===== src/rtl/lmattr_pkg.sv =====
package lmattr_pkg;
    localparam int unsigned CFG_AW     = 8;
    localparam int unsigned LANES      = 4;
    localparam int unsigned DW_AW      = CFG_AW - $clog2(LANES);
    localparam int unsigned N_REGIONS  = 13;
    localparam int unsigned ATTR_BYTES = (N_REGIONS + 1) / 2;
    localparam int unsigned ATTR_IW    = $clog2(ATTR_BYTES);

    localparam logic [CFG_AW-1:0] ATTR_BASE = 8'h59;
    localparam logic [CFG_AW-1:0] ATTR_LAST = ATTR_BASE + CFG_AW'(ATTR_BYTES - 1);
    localparam logic [CFG_AW-1:0] SMRAM_OFS = 8'h72;
    localparam logic [CFG_AW-1:0] MEMSZ_OFS = 8'h57;
    localparam logic [7:0]        SMRAM_RST = 8'h02;
    localparam int unsigned       SMRAM_OPEN_BIT = 6;
    localparam int unsigned       SMRAM_EN_BIT   = 3;

    typedef struct packed {
        logic wr_en;
        logic rd_en;
    } region_attr_t;

    typedef struct packed {
        logic              we;
        logic [DW_AW-1:0]  dw;
        logic [LANES-1:0]  be;
        logic [LANES*8-1:0] data;
    } cfg_wr_t;

    typedef logic [ATTR_BYTES-1:0][7:0] attr_bank_t;

    // Which attribute byte feeds region i.
    function automatic int unsigned region_byte(input int unsigned i);
        return (i + 1) / 2;
    endfunction

    // Region 0 and even regions use the upper nibble.
    function automatic bit region_upper(input int unsigned i);
        return (i % 2) == 0;
    endfunction

    function automatic region_attr_t nibble_to_attr(input logic [3:0] n);
        region_attr_t r;
        r.rd_en = n[0];
        r.wr_en = n[1];
        return r;
    endfunction

    function automatic logic [7:0] memsz_code(input int unsigned mib);
        int unsigned units;
        units = mib / 8;
        return (units > 255) ? 8'hFF : units[7:0];
    endfunction
endpackage


===== src/rtl/lmattr_cfg_regfile.sv =====
module lmattr_cfg_regfile
    import lmattr_pkg::*;
#(
    parameter logic [7:0] MEMSZ_BYTE = 8'h40
) (
    input  logic                 clk,
    input  logic                 rst,
    input  cfg_wr_t              wr,
    input  logic [DW_AW-1:0]     rd_dw,
    output logic [LANES*8-1:0]   rd_data,
    output attr_bank_t           attr_q,
    output logic [7:0]           smram_q,
    output logic                 wr_hit
);
    function automatic bit tracked(input logic [CFG_AW-1:0] a);
        return ((a >= ATTR_BASE) && (a <= ATTR_LAST)) || (a == SMRAM_OFS);
    endfunction

    function automatic logic [7:0] byte_at(input logic [CFG_AW-1:0] a);
        logic [7:0] v;
        v = 8'h00;
        if ((a >= ATTR_BASE) && (a <= ATTR_LAST))
            v = attr_q[ATTR_IW'(a - ATTR_BASE)];
        else if (a == SMRAM_OFS)
            v = smram_q;
        else if (a == MEMSZ_OFS)
            v = MEMSZ_BYTE;
        return v;
    endfunction

    // Attribute byte storage, one register per byte.
    for (genvar k = 0; k < ATTR_BYTES; k++) begin : g_attr
        localparam logic [CFG_AW-1:0] ADDR = ATTR_BASE + CFG_AW'(k);
        localparam int unsigned       LN   = int'(ADDR[1:0]);
        always_ff @(posedge clk) begin
            if (rst)
                attr_q[k] <= 8'h00;
            else if (wr.we && wr.dw == ADDR[CFG_AW-1:2] && wr.be[LN])
                attr_q[k] <= wr.data[LN*8 +: 8];
        end
    end

    localparam int unsigned SM_LN = int'(SMRAM_OFS[1:0]);
    always_ff @(posedge clk) begin
        if (rst)
            smram_q <= SMRAM_RST;
        else if (wr.we && wr.dw == SMRAM_OFS[CFG_AW-1:2] && wr.be[SM_LN])
            smram_q <= wr.data[SM_LN*8 +: 8];
    end

    always_comb begin
        wr_hit = 1'b0;
        for (int l = 0; l < LANES; l++)
            if (wr.we && wr.be[l] && tracked({wr.dw, 2'(l)}))
                wr_hit = 1'b1;
    end

    always_comb begin
        rd_data = '0;
        for (int l = 0; l < LANES; l++)
            rd_data[l*8 +: 8] = byte_at({rd_dw, 2'(l)});
    end

    // bytes outside the tracked set leave stored state untouched
    a_r8_untouched: assert property (@(posedge clk) disable iff (rst)
        !wr_hit |=> ($stable(attr_q) && $stable(smram_q)));

    // a lane whose enable is clear does not change its attribute byte
    a_r2_lane_masked: assert property (@(posedge clk) disable iff (rst)
        (wr.we && wr.be == 4'b0000) |=> $stable(attr_q));
endmodule


===== src/rtl/lmattr_region_map.sv =====
module lmattr_region_map
    import lmattr_pkg::*;
(
    input  attr_bank_t             attr_q,
    output logic [N_REGIONS-1:0]   rd_en,
    output logic [N_REGIONS-1:0]   wr_en
);
    for (genvar i = 0; i < N_REGIONS; i++) begin : g_region
        localparam int unsigned BYTE_IX = region_byte(i);
        localparam bit          UPPER   = region_upper(i);
        logic [3:0]   nib;
        region_attr_t ra;
        if (UPPER) begin : g_hi
            assign nib = attr_q[BYTE_IX][7:4];
        end else begin : g_lo
            assign nib = attr_q[BYTE_IX][3:0];
        end
        assign ra       = nibble_to_attr(nib);
        assign rd_en[i] = ra.rd_en;
        assign wr_en[i] = ra.wr_en;
    end
endmodule


===== src/rtl/lmattr_smram_ctl.sv =====
module lmattr_smram_ctl
    import lmattr_pkg::*;
(
    input  logic       clk,
    input  logic       rst,
    input  logic       smm_in,
    input  logic [7:0] smram_q,
    input  logic       wr_hit,
    output logic       visible,
    output logic       pulse
);
    logic smm_q;
    logic smm_edge;

    assign smm_edge = smm_in ^ smm_q;

    always_ff @(posedge clk) begin
        if (rst) begin
            smm_q <= 1'b0;
            pulse <= 1'b0;
        end else begin
            smm_q <= smm_in;
            pulse <= wr_hit | smm_edge;
        end
    end

    assign visible = smram_q[SMRAM_OPEN_BIT] | (smm_q & smram_q[SMRAM_EN_BIT]);

    // reset leaves SMRAM byte at its default and the window hidden
    a_r1_smram_reset: assert property (@(posedge clk) disable iff (rst)
        $past(rst) |-> (smram_q == SMRAM_RST && !visible && !pulse));

    // any SMM transition yields a refresh
    a_r7_smm_refresh: assert property (@(posedge clk) disable iff (rst)
        smm_edge |=> pulse);

    // a tracked write yields a refresh
    a_r6_write_refresh: assert property (@(posedge clk) disable iff (rst)
        wr_hit |=> pulse);

    // the pulse never comes without a cause one edge earlier
    a_r10_pulse_cause: assert property (@(posedge clk) disable iff (rst)
        pulse |-> ($past(wr_hit) || $past(smm_edge)));

    // window stays hidden while closed and outside SMM
    a_r5_hidden: assert property (@(posedge clk) disable iff (rst)
        (!smram_q[SMRAM_OPEN_BIT] && !smm_q) |-> !visible);
endmodule


===== src/rtl/legacy_mem_attr_regs.sv =====
module legacy_mem_attr_regs
    import lmattr_pkg::*;
#(
    parameter int unsigned RAM_MIB = 512
) (
    input  logic                   clk,
    input  logic                   rst,
    input  logic                   cfg_wr_en,
    input  logic [DW_AW-1:0]       cfg_wr_dw,
    input  logic [LANES-1:0]       cfg_wr_be,
    input  logic [LANES*8-1:0]     cfg_wr_data,
    input  logic [DW_AW-1:0]       cfg_rd_dw,
    output logic [LANES*8-1:0]     cfg_rd_data,
    input  logic                   smm_active,
    output logic [N_REGIONS-1:0]   region_rd_en,
    output logic [N_REGIONS-1:0]   region_wr_en,
    output logic                   smram_visible,
    output logic                   remap_pulse
);
    localparam logic [7:0] MEMSZ_BYTE = memsz_code(RAM_MIB);

    cfg_wr_t    wr;
    attr_bank_t attr_q;
    logic [7:0] smram_q;
    logic       wr_hit;

    assign wr.we   = cfg_wr_en;
    assign wr.dw   = cfg_wr_dw;
    assign wr.be   = cfg_wr_be;
    assign wr.data = cfg_wr_data;

    lmattr_cfg_regfile #(.MEMSZ_BYTE(MEMSZ_BYTE)) u_regs (
        .clk     (clk),
        .rst     (rst),
        .wr      (wr),
        .rd_dw   (cfg_rd_dw),
        .rd_data (cfg_rd_data),
        .attr_q  (attr_q),
        .smram_q (smram_q),
        .wr_hit  (wr_hit)
    );

    lmattr_region_map u_map (
        .attr_q (attr_q),
        .rd_en  (region_rd_en),
        .wr_en  (region_wr_en)
    );

    lmattr_smram_ctl u_smram (
        .clk     (clk),
        .rst     (rst),
        .smm_in  (smm_active),
        .smram_q (smram_q),
        .wr_hit  (wr_hit),
        .visible (smram_visible),
        .pulse   (remap_pulse)
    );

    // region enables only move in a cycle that carries the refresh pulse
    a_r6_region_hold: assert property (@(posedge clk) disable iff (rst)
        !remap_pulse |-> ($stable(region_rd_en) && $stable(region_wr_en)));

    // visibility only moves together with a refresh pulse
    a_r5_vis_hold: assert property (@(posedge clk) disable iff (rst)
        !remap_pulse |-> $stable(smram_visible));
endmodule


===== config.mk =====
export PLATFORM = sky130hd
export DESIGN_NAME = legacy_mem_attr_regs
export DESIGN_NICKNAME = d
export VERILOG_FILES = /design/src/rtl/lmattr_pkg.sv /design/src/rtl/lmattr_cfg_regfile.sv /design/src/rtl/lmattr_region_map.sv /design/src/rtl/lmattr_smram_ctl.sv /design/src/rtl/legacy_mem_attr_regs.sv
export SDC_FILE = /design/constraint.sdc
export NUM_CORES = 1
export LEC_CHECK = 0
export ABC_AREA = 1
export BUFFER_PORTS_ARGS = -buffer_cell sky130_fd_sc_hd__buf_2
export CAP_MARGIN = 20
export CORE_ASPECT_RATIO = 2
export CORE_MARGIN = 2
export CORE_UTILIZATION = 30
export CTS_CLUSTER_SIZE = 25
export DETAILED_ROUTE_END_ITERATION = 16
export GPL_ROUTABILITY_DRIVEN = 0
export PLACE_DENSITY = 0.53
export SYNTH_ARGS = -nofsm -noshare
export SYNTH_HDL_FRONTEND = slang
export SYNTH_HIERARCHICAL = 1
export SYNTH_SLANG_ARGS = --single-unit

===== constraint.sdc =====
create_clock -name clk -period 3.7 [get_ports clk]
set_input_delay 0.74 -clock clk [delete_from_list [all_inputs] [get_ports clk]]
set_output_delay 0.74 -clock clk [all_outputs]
set_load 0.005 [all_outputs]

==> impl_metrics.env <==
export IMPL_htree_levels=3
export IMPL_p_switching_mw=0.4167
export IMPL_status="completed"
export IMPL_ctsResizeCount=0
export IMPL_syn_nets=693
export IMPL_peakVddDrop_mv=0.2210
export IMPL_slew_viol_final=0
export IMPL_ioPinCount=112
export IMPL_syn_inst=641
export IMPL_synth_distinct_cells=23
export IMPL_post_route_period_util_pct=70.82
export IMPL_dpl_hpwl_um=8075
export IMPL_post_route_min_period_ns=2.620
export IMPL_reg2regPathDepth=5
export IMPL_die_height_um=164.7
export IMPL_syn2layout_area_growth_pct=21.06
export IMPL_drt_iter0_drc=168
export IMPL_vias=3995
export IMPL_power_density_nw_per_um2=370.2
export IMPL_critPathArrivalTime_ns=1.88
export IMPL_die_x_um=84.35
export IMPL_pwr_share_clk_pct=50.4
export IMPL_hold_class="reg2reg"
export IMPL_final_cell_mix="150 x inv_1, 129 x nand2_1, 111 x buf_2"
export IMPL_grt_pass1_wl_um=17990
export IMPL_avgSynthCellArea_um2=6.043
export IMPL_start_util_pct=30.68
export IMPL_cts_root_buffer="clkbuf_16"
export IMPL_grt_overflow=0
export IMPL_setup_violations=0
export IMPL_fin_skew_ns=0.00007730
export IMPL_clk_latency_ns=0.33
export IMPL_antenna_found_initial=0
export IMPL_crit_type="in2out"
export IMPL_hold_path_depth=2
export IMPL_hp_start="u_regs/smram_q[1]$_SDFFE_PP1P_"
export IMPL_cap_violations=0
export IMPL_cp_required_ns=2.96
export IMPL_nets=771
export IMPL_ctsLongestPathBuffers=2
export IMPL_r2r_end="u_smram/pulse$_SDFF_PP0_"
export IMPL_antenna_cells=0
export IMPL_vias_per_cell=4.571
export IMPL_dr_pass1_iters=4
export IMPL_sequentialPowerShare_pct=41.3
export IMPL_relSlewSlack_pct=52.19
export IMPL_ys_seq_area_share_pct=34.11
export IMPL_die_area_um2=13890
export IMPL_p_leak_nw=2.414
export IMPL_sw_frac_of_total_pct=24.00
export IMPL_cts_sinks=66
export IMPL_grt_max_degree=65
export IMPL_layout_commonest_cell="inv_1"
export IMPL_cts_setup_buffers=0
export IMPL_tns_ns=0
export IMPL_cts_tree="built"
export IMPL_ctsHoldBuffers=0
export IMPL_grt_pass1_vias=3792
export IMPL_drtAntennaViolNets=0
export IMPL_drc_errors=0
export IMPL_combPwrFrac_pct=8.3
export IMPL_placementRows=58
export IMPL_path_max_fanout=8
export IMPL_endpoint_kind="output pin"
export IMPL_p_total_mw=1.736
export IMPL_wl_per_cell_um=12.73
export IMPL_cellInternalPower_mw=1.320
export IMPL_synth_warnings=6
export IMPL_cts_clk_slew_worst_paths_ns=0.06
export IMPL_tightest_slew_ns=0.7154
export IMPL_synth_area_um2=3874
export IMPL_reg2reg_from="u_smram/smm_q$_SDFF_PP0_"
export IMPL_layout_drive_gt1_share_pct=19.89
export IMPL_core_area_um2=12630
export IMPL_worstHoldEndpoint="u_regs/smram_q[1]$_SDFFE_PP1P_"
export IMPL_port_buffers=111
export IMPL_r2r_slack_ns=2.96
export IMPL_wl_um=11120
export IMPL_cp_start_kind="input port"
export IMPL_track_usage_pct=16.25
export IMPL_rsz0062_at_grt="false"
export IMPL_max_freq_mhz=381.6
export IMPL_yosys_register_bits=66
export IMPL_hold_viol=0
export IMPL_cts_made_buffers=9
-- per-layer routing --
layer / track usage, % / vias to the layer above / wire, um
li1: - / 2068 / -
met1: 17.27 / 1791 / 4344
met2: 31.06 / 117 / 6042
met3: 2.099 / 19 / 457
met4: 7.792 / 0 / 278
met5: 0 / - / 0
-- registers in the layout, summed over array words and instances, names as in the netlist --
signal,count
u_regs/smram_q,8
u_regs/attr_q,56
u_smram/pulse,1
u_smram/smm_q,1
-- power groups by stage --
stage | Combinational (mW) | Clock, mW | Sequential (mW)
finish | 0.144 | 0.875 | 0.718
global route | 0.161 | 0.927 | 0.718
CTS | 0.142 | 0.900 | 0.718
detailed placement | 0.141 | 0 | 0.733
global placement | 0.139 | 0 | 0.733
floorplan | 0.0825 | 0 | 0.732
-- cell usage after synthesis --
cell type  instances  area [um2]
buf_1              6       22.52
dfxtp_1           66        1321
clkbuf_1           8       30.03
buf_2             11       55.05
nand2_1          129       484.2
nand3_4            1       17.52
buf_6              1       11.26
nand2_2            1       6.260
nand4_1           49       306.5
o31ai_1            1       7.510
a21o_2             1       8.760
a21oi_1           23       115.1
nor2_4             2       22.52
nor3_1             1       5.000
o21ai_0           33       165.2
nor2_2             3       18.77
nand3_1           10       50.05
a31oi_1            7       43.79
inv_1            150       563.0
clkinv_1           4       15.01
inv_2              1       3.750
buf_4             27       202.7
nor2_1           106       397.9
-- per-stage QoR --
| stage | setup slack [ns] | cells | instance area (um2) | util [%] | hold WS (ns) |
|---|---|---|---|---|---|
| after floorplan | 1.428 | 641 | 3874 | - | 0.4289 |
| after global placement | 1.020 | 857 | 4355 | 34.49 | 0.4460 |
| after detailed placement | 1.009 | 857 | 4355 | 34.49 | 0.4513 |
| after CTS | 1.001 | 873 | 4662 | 36.92 | 0.4655 |
| after global routing | 0.8831 | 874 | 4690 | 37.14 | 0.4961 |
| final | 1.080 | 874 | 4690 | 37.14 | 0.4633 |
-- final cells by class --
| type | count | area, um2 |
|---|---|---|
| fillers | 1428 | 7938 |
| clock inverters | 4 | 50.05 |
| well taps | 150 | 187.7 |
| repair buffers | 120 | 643.1 |
| flip-flops and latches | 66 | 1321 |
| multi-input cells | 367 | 1649 |
| clock buffers | 12 | 256.5 |
| inverters | 155 | 581.8 |
-- cells by family (layout without fill, tap and decap cells) --
family / after synthesis / in the layout / synth area share (%)
compound gates: 65 / 65 / 8.786
buf+inv: 208 / 291 / 23.32
simple gates: 302 / 302 / 33.79
flops: 66 / 66 / 34.11
-- worst max-delay path by stage --
stage                      endpoint  slack, ns    startpoint  cells after the start
floorplan           cfg_rd_data[22]       1.43  cfg_rd_dw[0]                      7
global placement     cfg_rd_data[7]       1.02  cfg_rd_dw[0]                      5
detailed placement   cfg_rd_data[7]       1.01  cfg_rd_dw[0]                      5
CTS                  cfg_rd_data[7]       1.00  cfg_rd_dw[0]                      5
global route         cfg_rd_data[7]       0.88  cfg_rd_dw[5]                      7
finish              cfg_rd_data[18]       1.08  cfg_rd_dw[0]                      5
-- critical path, cell delays in order --
cell and delay (ns):
buf_2 0.13, nor3_1 0.18, nand3_1 0.29, o21ai_0 0.36, buf_2 0.17
(Power assumes the default switching activity.)
